[config.mk]
export PLATFORM = sky130hd
export DESIGN_NAME = spi_ctrl
export DESIGN_NICKNAME = d
export VERILOG_FILES = /design/src/rtl/spi_ctrl_pkg.sv /design/src/rtl/spi_baud_gen.sv /design/src/rtl/spi_shifter.sv /design/src/rtl/spi_ctrl.sv
export SDC_FILE = /design/constraint.sdc
export NUM_CORES = 1
export LEC_CHECK = 0
export BUFFER_PORTS_ARGS = -buffer_cell sky130_fd_sc_hd__buf_2
export CAP_MARGIN = 20
export CORE_ASPECT_RATIO = 0.5
export CORE_MARGIN = 2
export CORE_UTILIZATION = 50
export DETAILED_ROUTE_END_ITERATION = 12
export GPL_TIMING_DRIVEN = 0
export PLACE_DENSITY_LB_ADDON = 0.05
export RECOVER_POWER = 50
export SYNTH_ARGS = -nofsm -noshare
export SYNTH_HDL_FRONTEND = slang
export SYNTH_HIERARCHICAL = 1
export SYNTH_SLANG_ARGS = --single-unit
export TNS_END_PERCENT = 1
[constraint.sdc]
create_clock -name clk -period 4.7 [get_ports clk]
set_input_delay 0.705 -clock clk [delete_from_list [all_inputs] [get_ports clk]]
set_output_delay 0.705 -clock clk [all_outputs]
set_load 0.02 [all_outputs]
[src/rtl/spi_ctrl_pkg.sv]
package spi_ctrl_pkg;

    localparam int MAX_W = 16;
    localparam int CNT_W = $clog2(MAX_W);

    typedef struct packed {
        logic             rsvd;
        logic             lpbk;
        logic             ck_idle_hi;
        logic             ck_early;
        logic             pre16;
        logic             msb_first;
        logic             is_master;
        logic             on;
        logic [CNT_W-1:0] clen;
        logic [CNT_W-1:0] pdiv;
    } mode_t;

    typedef enum logic [1:0] {ST_IDLE, ST_MASTER, ST_SLAVE} state_t;

    function automatic logic [CNT_W-1:0] top_index(input logic [CNT_W-1:0] code);
        return (code < CNT_W'(3)) ? CNT_W'(3) : code;
    endfunction

    function automatic logic [MAX_W-1:0] keep_low(input logic [MAX_W-1:0] d,
                                                  input logic [CNT_W-1:0] top);
        logic [MAX_W-1:0] m;
        m = {MAX_W{1'b1}} >> (CNT_W'(MAX_W - 1) - top);
        return d & m;
    endfunction

endpackage

[src/rtl/spi_baud_gen.sv]
module spi_baud_gen
    import spi_ctrl_pkg::*;
#(
    parameter int PRE_DIV = 16
) (
    input  logic             clk,
    input  logic             rst,
    input  logic             run,
    input  logic             pre16,
    input  logic [CNT_W-1:0] pdiv,
    output logic             hp_tick
);
    localparam int PW = $clog2(PRE_DIV);

    logic [PW-1:0]    pre_cnt;
    logic             in_tick;
    logic [CNT_W:0]   hp_cnt;
    logic [CNT_W:0]   hp_lim;

    // selected input clock: every system clock or every PRE_DIV-th one
    assign in_tick = pre16 ? (pre_cnt == PW'(PRE_DIV - 1)) : 1'b1;
    // half period is 2*(pdiv+1) input ticks, so the terminal count is 2*pdiv+1
    assign hp_lim  = {pdiv, 1'b1};
    assign hp_tick = run && in_tick && (hp_cnt == hp_lim);

    always_ff @(posedge clk) begin
        if (rst || !run) begin
            pre_cnt <= '0;
            hp_cnt  <= '0;
        end else begin
            pre_cnt <= (pre_cnt == PW'(PRE_DIV - 1)) ? '0 : pre_cnt + 1'b1;
            if (in_tick)
                hp_cnt <= hp_tick ? '0 : hp_cnt + 1'b1;
        end
    end

    AST_TICK_GAP: assert property (@(posedge clk) disable iff (rst)
        hp_tick |=> !hp_tick);

endmodule

[src/rtl/spi_shifter.sv]
module spi_shifter
    import spi_ctrl_pkg::*;
(
    input  logic             clk,
    input  logic             rst,
    input  logic             load,
    input  logic [MAX_W-1:0] load_word,
    input  logic             shift,
    input  logic             sample,
    input  logic             din,
    input  logic             msb_first,
    input  logic [CNT_W-1:0] top,
    output logic             dout,
    output logic [MAX_W-1:0] rx_now
);
    logic [MAX_W-1:0] tx_sr;
    logic [MAX_W-1:0] rx_sr;

    assign dout = msb_first ? tx_sr[top] : tx_sr[0];

    // assembled character including the bit present on din this cycle
    always_comb begin
        if (msb_first)
            rx_now = keep_low({rx_sr[MAX_W-2:0], din}, top);
        else
            rx_now = keep_low((rx_sr >> 1) | (MAX_W'(din) << top), top);
    end

    always_ff @(posedge clk) begin
        if (rst) begin
            tx_sr <= '0;
            rx_sr <= '0;
        end else if (load) begin
            tx_sr <= load_word;
            rx_sr <= '0;
        end else begin
            if (shift)
                tx_sr <= msb_first ? (tx_sr << 1) : (tx_sr >> 1);
            if (sample)
                rx_sr <= rx_now;
        end
    end

endmodule

[src/rtl/spi_ctrl.sv]
module spi_ctrl
    import spi_ctrl_pkg::*;
#(
    parameter int SYNC_STAGES = 2,
    parameter int PRE_DIV     = 16
) (
    input  logic             clk,
    input  logic             rst,
    input  logic             mode_we,
    input  logic [15:0]      mode_wdata,
    output logic [15:0]      mode_rdata,
    input  logic             tx_valid,
    input  logic [MAX_W-1:0] tx_word,
    output logic             tx_ready,
    output logic             rx_valid,
    output logic [MAX_W-1:0] rx_word,
    output logic             sck_out,
    input  logic             sck_in,
    output logic             sel_n_out,
    input  logic             sel_n_in,
    output logic             ser_out,
    input  logic             ser_in
);
    localparam int KW = CNT_W + 2;

    mode_t            pend, cur, eff;
    state_t           st;
    logic             busy;
    logic [CNT_W-1:0] top_bit;
    logic [SYNC_STAGES:0]   sck_p;
    logic [SYNC_STAGES-1:0] sel_p;
    logic             sck_s, sck_d, sel_s;
    logic [KW-1:0]    k, k_next, end_k;
    logic [CNT_W-1:0] nbit;
    logic             sck_raw;
    logic             hp_tick, dout, rx_din;
    logic [MAX_W-1:0] rx_now;
    logic             m_start, s_start, m_tick, m_sample, m_shift, m_toggle, m_done;
    logic             s_edge, s_lead, s_trail, s_sample, s_shift;
    logic             sample, shift, last_bit, abort;

    // pending register is software-visible; cur is frozen while a character runs
    always_ff @(posedge clk) begin
        if (rst) begin
            pend <= '0;
            cur  <= '0;
        end else begin
            if (mode_we)
                pend <= mode_t'(mode_wdata & 16'h7FFF);
            if (!busy)
                cur <= pend;
        end
    end

    assign busy       = (st != ST_IDLE);
    assign eff        = busy ? cur : pend;
    assign mode_rdata = pend;
    assign top_bit    = top_index(eff.clen);

    always_ff @(posedge clk) begin
        if (rst) begin
            sck_p <= '0;
            sel_p <= '1;
        end else begin
            sck_p <= {sck_p[SYNC_STAGES-1:0], sck_in};
            sel_p <= {sel_p[SYNC_STAGES-2:0], sel_n_in};
        end
    end
    assign sck_s = sck_p[SYNC_STAGES-1];
    assign sck_d = sck_p[SYNC_STAGES];
    assign sel_s = sel_p[SYNC_STAGES-1];

    spi_baud_gen #(.PRE_DIV(PRE_DIV)) u_baud (
        .clk(clk), .rst(rst), .run(st == ST_MASTER),
        .pre16(eff.pre16), .pdiv(eff.pdiv), .hp_tick(hp_tick)
    );

    // master: half-period steps 1..2N; odd steps sample, even steps shift
    assign tx_ready = (st == ST_IDLE) && pend.on && (pend.is_master || !sel_s);
    assign m_start  = (st == ST_IDLE) && pend.on && pend.is_master && tx_valid;
    assign s_start  = (st == ST_IDLE) && pend.on && !pend.is_master && !sel_s;
    assign k_next   = k + 1'b1;
    assign end_k    = KW'({top_bit, 1'b0}) + KW'(2);
    assign m_tick   = (st == ST_MASTER) && hp_tick;
    assign m_sample = m_tick && k_next[0];
    assign m_shift  = m_tick && !k_next[0] && (k_next != end_k);
    assign m_toggle = m_tick && (!eff.ck_early || (k_next != end_k));
    assign m_done   = m_tick && (k_next == end_k);

    // slave: edges of the synchronized clock
    assign s_edge   = (st == ST_SLAVE) && (sck_s != sck_d);
    assign s_lead   = s_edge && (sck_s != eff.ck_idle_hi);
    assign s_trail  = s_edge && !s_lead;
    assign s_sample = eff.ck_early ? s_trail : s_lead;
    assign s_shift  = (eff.ck_early ? s_lead : s_trail) && (nbit != '0);

    assign sample   = m_sample || s_sample;
    assign shift    = m_shift || s_shift;
    assign last_bit = sample && (nbit == top_bit);
    assign abort    = busy && (!pend.on || ((st == ST_SLAVE) && sel_s));

    assign ser_out   = busy ? dout : 1'b0;
    assign rx_din    = eff.lpbk ? ser_out : ser_in;
    assign sck_out   = eff.ck_idle_hi ^ sck_raw;
    assign sel_n_out = (st != ST_MASTER);

    spi_shifter u_shift (
        .clk(clk), .rst(rst), .load(m_start || s_start),
        .load_word((s_start && !tx_valid) ? '0 : tx_word),
        .shift(shift), .sample(sample), .din(rx_din),
        .msb_first(eff.msb_first), .top(top_bit),
        .dout(dout), .rx_now(rx_now)
    );

    always_ff @(posedge clk) begin
        if (rst) begin
            st       <= ST_IDLE;
            k        <= '0;
            nbit     <= '0;
            sck_raw  <= 1'b0;
            rx_valid <= 1'b0;
            rx_word  <= '0;
        end else begin
            rx_valid <= 1'b0;
            case (st)
                ST_IDLE: begin
                    k       <= '0;
                    nbit    <= '0;
                    sck_raw <= 1'b0;
                    if (m_start) begin
                        st      <= ST_MASTER;
                        sck_raw <= pend.ck_early;
                    end else if (s_start) begin
                        st <= ST_SLAVE;
                    end
                end
                ST_MASTER, ST_SLAVE: begin
                    if (abort) begin
                        st      <= ST_IDLE;
                        sck_raw <= 1'b0;
                    end else begin
                        if (m_tick)
                            k <= k_next;
                        if (m_toggle)
                            sck_raw <= ~sck_raw;
                        if (sample)
                            nbit <= nbit + 1'b1;
                        if (last_bit) begin
                            rx_valid <= 1'b1;
                            rx_word  <= rx_now;
                        end
                        if (m_done || ((st == ST_SLAVE) && last_bit)) begin
                            st      <= ST_IDLE;
                            sck_raw <= 1'b0;
                        end
                    end
                end
                default: st <= ST_IDLE;
            endcase
        end
    end

    AST_MODE_READBACK: assert property (@(posedge clk) disable iff (rst)
        mode_we |=> (mode_rdata == ($past(mode_wdata) & 16'h7FFF)));
    AST_IDLE_SCK: assert property (@(posedge clk) disable iff (rst)
        (st == ST_IDLE) |-> (sck_out == pend.ck_idle_hi));
    AST_MODE_FROZEN: assert property (@(posedge clk) disable iff (rst)
        (busy && $past(busy)) |-> $stable(cur));
    AST_DISABLE_STOP: assert property (@(posedge clk) disable iff (rst)
        (busy && !pend.on) |=> (st == ST_IDLE));
    AST_RX_PULSE: assert property (@(posedge clk) disable iff (rst)
        rx_valid |=> !rx_valid);

endmodule

==> results_tabular.tex, run 1 <==
\begin{tabular}{lr}
\hline
Metric & Value \\
\hline
\multicolumn{2}{l}{\textbf{Outcome}} \\
Status & finished clean \\
\multicolumn{2}{l}{\textbf{Die}} \\
Boundary pin count & 76 \\
Initial Util & 51.7\% \\
Overall die height & 79.6 um \\
Core ar. & $\sim$11000 um\^{}2 \\
Floorplan die width & 155 um \\
FP Rows & 27 \\
Area enclosed by the die boundary & approximately 12000 um\^{}2 \\
\multicolumn{2}{l}{\textbf{Logic synthesis}} \\
Distinct cells, synth & 81 \\
Main area contributors after synthesis & dfxtp\_1 36\%, mux2i\_1 11\%, nor2\_1 6.8\% \\
Async set-or-reset flop fraction in the synthesized netlist & 0\% \\
Post-synth top cells & 104 x dfxtp\_1, 104 x nor2\_1, 60 x mux2i\_1, 45 x a21oi\_1, 33 x nor2b\_1 \\
Post-synthesis instance area & 5710 um\^{}2 \\
Prevailing post-synth register cell & dfxtp\_1 \\
Mean instance size in the synthesized netlist & 8.78 um\^{}2 \\
Number of flops mapped to enable cells by yosys & 0 \\
Share of the synthesized area in compound gates (AO/OA/AOI/OAI) & 16.0\% \\
Nets in the synthesized netlist & 699 \\
Register bit count reported by yosys & 104 \\
Fraction of post-synthesis cell area in the top cell type by area & 36.5\% \\
Adder-cell share of the synthesized area & about 2.2\% \\
Synthesis warning total & 6 \\
Sequential area share after synthesis & 36.5\% \\
Portion of netlist area occupied by mux cells & between 10\% and 20\% \\
Combinational family with the most area after synthesis & simple AND/OR/NAND/NOR gates \\
Yosys top cell by area & dfxtp\_1 \\
Post-Synth Simple-Gate Area & 21.9\% \\
Cell count after synthesis & 650 \\
Parity-gate share of the synthesized area counting xor and xnor cells & 3.62\% \\
\multicolumn{2}{l}{\textbf{Global routing}} \\
Maximum number of pins on one net before global-route repair & 20 \\
Antenna violations before repair & 0 \\
GR met2 Demand/Resource & 35.3\% \\
Most Used Layer, Global Route & met2 \\
Grt ovf & 0 \\
GR Util All Layers & 22.7\% \\
Met3 capacity usage during global routing & under 10\% \\
Via count of the first global-routing pass & around 4500 \\
GR Layer Usage met1 & between 30 and 40\% \\
First-pass GRT wire length & 22.2 mm \\
\multicolumn{2}{l}{\textbf{Routing}} \\
Average vias per placed instance & 5.59 \\
Total DRC errors in the routed layout & 0 \\
DRT antenna net count & 0 \\
Total Wirelength & 13.8 mm \\
Number of optimization iterations in the first detailed-route pass & 5 \\
Wirelength per Cell & 15.6 um \\
Total vias in the final route & 4934 \\
DRT iter0 DRCs & about 330 \\
\multicolumn{2}{l}{\textbf{Timing}} \\
Worst Skew & $\sim$9 ps \\
Tmin final & $\sim$4200 ps \\
Achievable Freq & 237 MHz \\
Setup repair after global routing missed its margin & false \\
Post-Route Setup TNS & 0 ps \\
Final setup violation count & 0 \\
Relative max-transition margin & 44.5\% \\
Worst-margin pin slew & 833 ps \\
Final period utilization & $\sim$90\% \\
Fin. Hold Viols & 0 \\
Pins over their slew limit & 0 \\
\multicolumn{2}{l}{\textbf{CTS}} \\
Clock root cell & clkbuf\_16 \\
Clk sinks & around 100 \\
Cts bufs inserted & 9 \\
Clock insertion delay at the later pin of the skew report & 350 ps \\
CTS tree & done \\
Clock tree buffer depth & 2 \\
Resize count post-CTS & 0 \\
Count of hold buffers inserted by post-cts repair & 0 \\
Clk slew on worst S/H paths & approximately 70 ps \\
Number of buffers inserted by post-CTS setup repair & 0 \\
CTS H-Tree Depth & 3 \\
\multicolumn{2}{l}{\textbf{Finish}} \\
ANT cells & 0 \\
Non-Filler Cell Area, Final & 6500 um\^{}2 \\
Fraction of layout instances using a drive strength above 1 & between 10\% and 20\% \\
Utilization of the core after routing & between 50\% and 60\% \\
Syn-to-layout area delta & 13.8\% \\
Nets & 782 \\
\multicolumn{2}{l}{\textbf{Setup path}} \\
Data required time at the worst endpoint & around 5000 ps \\
Category of the critical setup timing path & flip-flop to flip-flop \\
Slack of the worst reg-to-reg path & $\sim$470 ps \\
Worst R2R Path Depth & 20 \\
R2R Path Start & st[1] \\
Arrival time at the worst endpoint & around 4500 ps \\
Worst-path fanout max & 19 \\
Type of element capturing the critical path & flip-flop \\
Terminus of the critical flop-to-flop path & rx\_word[5] \\
Critical path startpoint category & flip-flop \\
\multicolumn{2}{l}{\textbf{Power and ir drop}} \\
Worst vdd ir & 166 uV \\
Areal power density over the cells & 291 nW/um\^{}2 \\
Overall power & 1.89 mW \\
Reported leakage power & 2.65 nW \\
\multicolumn{2}{l}{\textbf{Min path}} \\
Worst Hold Class & flip-flop to flip-flop \\
Destination of the worst hold path & sel\_p[1] \\
Hold path startpoint & sel\_p[0] \\
Hold Path Cell Cnt & 1 \\
\multicolumn{2}{l}{\textbf{Placement}} \\
Instance area at placement & 6250 um\^{}2 \\
Half-perimeter wire length of the detailed placement result & a little over 10 mm \\
Last weighted congestion value of the routability-driven placer & about 0.84 \\
Port-buffer cells & 72 \\
\multicolumn{2}{l}{\textbf{Run}} \\
Max capacitance violation total & 0 \\
\hline
\end{tabular}
## cell families (layout without fill, tap and decap cells)
| group | count (synthesis) | count (layout) |
|---|---|---|
| AOI/OAI and AO/OA | 131 | 131 |
| buffers and inverters | 62 | 150 |
| muxes | 76 | 76 |
| adders and majority gates | 10 | 10 |
| other | 1 | 1 |
| DFF | 104 | 104 |
| and+or+nand+nor | 244 | 244 |
| xor gates and xnor gates | 22 | 22 |
## placed cells by master (no fill, tap or decap), types with 6 or more instances in the layout
cell type	count
dfxtp_1	104
nand2_1	27
inv_1	16
buf_2	52
a21o_1	6
o22ai_1	6
xor2_1	7
xnor2_1	14
o21ai_0	14
a21oi_1	45
nor3_1	11
mux2i_1	60
nor2_1	104
ha_1	10
nand2b_1	14
clkbuf_16	9
nand3_1	11
a211oi_1	18
clkbuf_1	59
nor2b_1	33
## worst max path at each step
stage               startpoint           to  slack (ps)
floorplan                st[1]        st[1]        1060
detailed placement       st[1]   rx_word[7]         300
finish                   st[1]   rx_word[5]         470
global route             st[0]  rx_word[13]          80
global placement         st[1]  rx_word[13]         260
CTS                      st[1]   rx_word[7]         250
## flip-flops by register name, indices dropped and copies added, names as in the netlist
name            cells
rx_valid            1
sck_raw             1
nbit                4
mode_rdata         15
u_shift/tx_sr      16
cur                13
sck_p               3
u_shift/rx_sr      16
st                  2
rx_word            16
u_baud/pre_cnt      4
k                   6
u_baud/hp_cnt       5
sel_p               2
## worst max-delay path, stage by stage (launching register included)
cell	delay (ps)
dfxtp_1	340
inv_1	120
ha_1	180
buf_6	140
buf_2	370
o21ai_0	250
o22a_1	300
buf_6	170
buf_4	180
mux4_2	220
o22ai_1	70
a21oi_1	150
mux2_4	180
mux2i_1	70
o22ai_1	190
buf_2	270
nand3b_1	180
or3b_1	380
a21oi_1	210
mux2i_1	100
nor2_1	80
## per-layer routing
metal | vias to the layer above | routed length [um]
met4 | 0 | 142
met1 | 2350 | 7200
met3 | 17 | 604
met2 | 112 | 5820
met5 | - | 0
li1 | 2455 | -
## report_power, final
part	total (mW)	switching, mW	leakage, nW	internal (mW)
combinational	0.237	0.140	1.67	0.0970
sequential	0.914	0.0169	0.843	0.897
clock	0.738	0.367	0.144	0.371
## per-stage QoR
step	std cells	hold WS, ps	setup WS (ps)
global route	883	426	80.9
floorplan	650	389	1060
finish	883	411	475
global placement	867	394	258
detailed placement	867	398	300
CTS	883	415	250
## layout make-up
type | instances | area (um^2)
Tap cell | 145 | 181
Multi-Input combinational cell | 484 | 3350
Timing Repair Buffer | 73 | 323
Clock buffer | 9 | 225
Fill cell | 1032 | 4550
Sequential cell | 104 | 2080
Clock inverter | 7 | 65.1
Inverter | 17 | 63.8
Buffer | 44 | 209
(Power assumes the default switching activity.)
==> inputs of run 2 (changes only) <==
--- a/config.mk
+++ b/config.mk
@@ -7,9 +7,11 @@
 export LEC_CHECK = 0
 export BUFFER_PORTS_ARGS = -buffer_cell sky130_fd_sc_hd__buf_2
 export CAP_MARGIN = 20
+export CELL_PAD_IN_SITES_DETAIL_PLACEMENT = 2
+export CELL_PAD_IN_SITES_GLOBAL_PLACEMENT = 2
 export CORE_ASPECT_RATIO = 0.5
 export CORE_MARGIN = 2
-export CORE_UTILIZATION = 50
+export CORE_UTILIZATION = 35
 export DETAILED_ROUTE_END_ITERATION = 12
 export GPL_TIMING_DRIVEN = 0
 export PLACE_DENSITY_LB_ADDON = 0.05
==> constraint.sdc (replaced) <==
create_clock -name clk -period 4.7 [get_ports clk]
set_input_delay 0.235 -clock clk [delete_from_list [all_inputs] [get_ports clk]]
set_output_delay 0.235 -clock clk [all_outputs]
set_load 0.02 [all_outputs]
==> run 2 against run 1 <==
  * Clock-buffer cell count up 2
  * Wire length up 31%
  * Utilization down 17 points
  * First-iteration DRC count down 62%
  * Total power up 5.3%
  * Sequential share of layout area down 0.56 points
  * Hold slack worse by 350 ps
  * Via count up 2.7%
  * Critical path type unchanged
  * Largest cell class unchanged
  * Largest power group unchanged
==> results_tabular.tex, run 2 (synthesis gave the netlist of run 1 again) <==
\begin{tabular}{lr}
\hline
Metric & Value \\
\hline
\multicolumn{2}{l}{\textbf{Global routing}} \\
Grt ovf & 0 \\
Via count of the first global-routing pass & 5380 \\
GR Util All Layers & between 20\% and 30\% \\
Antenna violations before repair & 0 \\
First-pass GRT wire length & 29.1 mm \\
Maximum number of pins on one net before global-route repair & 16 \\
\multicolumn{2}{l}{\textbf{Finish}} \\
Syn-to-layout area delta & 15.8\% \\
ANT cells & 0 \\
Nets & roughly 780 \\
Fraction of layout instances using a drive strength above 1 & 13.7\% \\
Registers with the highest flip-flop counts & rx\_word (16), u\_shift/rx\_sr (16), u\_shift/tx\_sr (16) \\
Most frequent cells in the layout & 104 x nor2\_1, 104 x dfxtp\_1, 61 x clkbuf\_1 \\
\multicolumn{2}{l}{\textbf{CTS}} \\
Cts bufs inserted & 9 \\
Resize count post-CTS & 0 \\
Clock root cell & clkbuf\_16 \\
CTS H-Tree Depth & 3 \\
Number of buffers inserted by post-CTS setup repair & 0 \\
Clock insertion delay at the later pin of the skew report & between 300 and 400 ps \\
Clk slew on worst S/H paths & 70 ps \\
Clk sinks & 104 \\
Count of hold buffers inserted by post-cts repair & 0 \\
Clock tree buffer depth & 2 \\
CTS tree & done \\
\multicolumn{2}{l}{\textbf{Min path}} \\
Worst Hold Class & input pin to flip-flop \\
Hold Path Cell Cnt & 2 \\
\multicolumn{2}{l}{\textbf{Setup path}} \\
Type of element capturing the critical path & flip-flop \\
Critical path startpoint category & flip-flop \\
Category of the critical setup timing path & flip-flop to flip-flop \\
Family with the most delay on the worst path & buffers and inverters \\
Cell-by-cell trace of the critical path & inv\_1 -> ha\_1 -> buf\_6 -> buf\_2 -> clkbuf\_2 -> mux2\_2 -> xor2\_1 -> nor3\_1 -> and4\_2 -> nand2\_1 -> nor2\_1 -> nor3\_1 -> nor2\_1 -> nand4\_1 -> buf\_2 -> buf\_2 -> mux2i\_1 -> nor2\_1 \\
Critical path's largest stage delay & 400 ps \\
Crit-path slowest cell & mux2\_2 \\
Number of cells on the critical path & 18 \\
Data required time at the worst endpoint & 4920 ps \\
Arrival time at the worst endpoint & approximately 4600 ps \\
WP buf/inv & 6 \\
Worst-path fanout max & 10 \\
Worst R2R Path Depth & 18 \\
\multicolumn{2}{l}{\textbf{Die}} \\
Overall die height & 94.3 um \\
Floorplan die width & 185 um \\
Boundary pin count & 76 \\
Initial Util & around 36\% \\
Core ar. & 15700 um\^{}2 \\
Area enclosed by the die boundary & 17400 um\^{}2 \\
FP Rows & 32 \\
\multicolumn{2}{l}{\textbf{Timing}} \\
Final period utilization & 92.6\% \\
Fin. Hold Viols & 0 \\
Setup repair after global routing missed its margin & false \\
Worst-margin pin slew & 877 ps \\
Post-Route Setup TNS & 0 ps \\
Worst slack on hold paths & 60.7 ps \\
Tmin final & between 4000 and 5000 ps \\
Final critical-path setup slack & 349 ps \\
Worst Skew & 9.91 ps \\
Final setup violation count & 0 \\
Pins over their slew limit & 0 \\
Relative max-transition margin & 41.5\% \\
Achievable Freq & 230 MHz \\
\multicolumn{2}{l}{\textbf{Placement}} \\
Post-placement worst setup slack & 70.8 ps \\
Half-perimeter wire length of the detailed placement result & 13.4 mm \\
Last weighted congestion value of the routability-driven placer & 0.760 \\
Port-buffer cells & 72 \\
\multicolumn{2}{l}{\textbf{Routing}} \\
DRT antenna net count & 0 \\
Total vias in the final route & 5067 \\
M1 wire length & 9.09 mm \\
Total DRC errors in the routed layout & 0 \\
Top layer in use & met4 \\
Average vias per placed instance & 5.29 \\
Detail Route met2 WL & approximately 8.4 mm \\
Wirelength per Cell & roughly 19 um \\
Total Wirelength & 18.1 mm \\
Number of optimization iterations in the first detailed-route pass & 4 \\
Sum of met3 wire segment lengths after detailed routing & 500 um \\
DRT iter0 DRCs & 126 \\
\multicolumn{2}{l}{\textbf{Outcome}} \\
Status & finished clean \\
\multicolumn{2}{l}{\textbf{Power and ir drop}} \\
Areal power density over the cells & 301 nW/um\^{}2 \\
Reported leakage power & 2.65 nW \\
Worst vdd ir & 172 uV \\
\multicolumn{2}{l}{\textbf{Run}} \\
Max capacitance violation total & 0 \\
\hline
\end{tabular}
-- run 2: cell types whose count changed in the layout (fill, tap and decap cells not counted), sizes merged --
cell	previous run	this run
bufinv	0	2
clkinvlp	0	1
buf	57	56
clkinv	5	1
clkbuf	69	73
inv	19	16
-- run 2: layout make-up --
type / count / area [um^2]
fill: 1837 / 9080
multi-input combinational: 484 / 3340
sequential: 104 / 2080
timing repair buffer: 73 / 322
tap: 221 / 277
clock buffer: 11 / 243
buffer: 45 / 214
clock inverter: 3 / 67.6
inverter: 17 / 63.8
-- run 2: worst paths after layout --
| check | startpoint | end | slack (ps) |
|---|---|---|---|
| worst max-delay path | st[1] | rx_word[7] | 350 |
| worst min-delay path | sel_n_in | sel_p[0] | 60 |
| worst max register to register | st[1] | rx_word[7] | 350 |
| worst min register to register | sel_p[0] | sel_p[1] | 410 |
-- run 2: worst register-to-register path, cell delays in order, from the launching register on --
cell      delay [ps]
dfxtp_1          330
inv_1            120
ha_1             180
buf_6            140
buf_2            230
clkbuf_2         340
mux2_2           400
xor2_1           140
nor3_1            80
and4_2           260
nand2_1          230
nor2_1           100
nor3_1           390
nor2_1           160
nand4_1          120
buf_2            290
buf_2            380
mux2i_1          230
nor2_1            60
-- run 2: power breakdown --
| part | total [mW] | internal, mW | switching, mW |
|---|---|---|---|
| registers | 0.915 | 0.897 | 0.0179 |
| logic | 0.249 | 0.0969 | 0.152 |
| clock network | 0.826 | 0.477 | 0.349 |
-- run 2: through the flow --
stage / std cells / util (%) / total power [mW] / area [um^2]
floorplan: 650 / - / 1.10 / 5710
global placement: 943 / 40.4 / 1.18 / 6350
detailed placement: 943 / 40.4 / 1.19 / 6350
CTS: 957 / 42.4 / 2.02 / 6660
global route: 958 / 42.1 / 2.07 / 6610
finish: 958 / 42.1 / 1.99 / 6610
-- run 2: layer usage --
| metal | GRT usage, % | vias to the layer above |
|---|---|---|
| met5 | 0 | - |
| met1 | 29.2 | 2535 |
| met2 | 36.9 | 69 |
| met3 | 4.11 | 12 |
| li1 | - | 2451 |
| met4 | 3.51 | 0 |
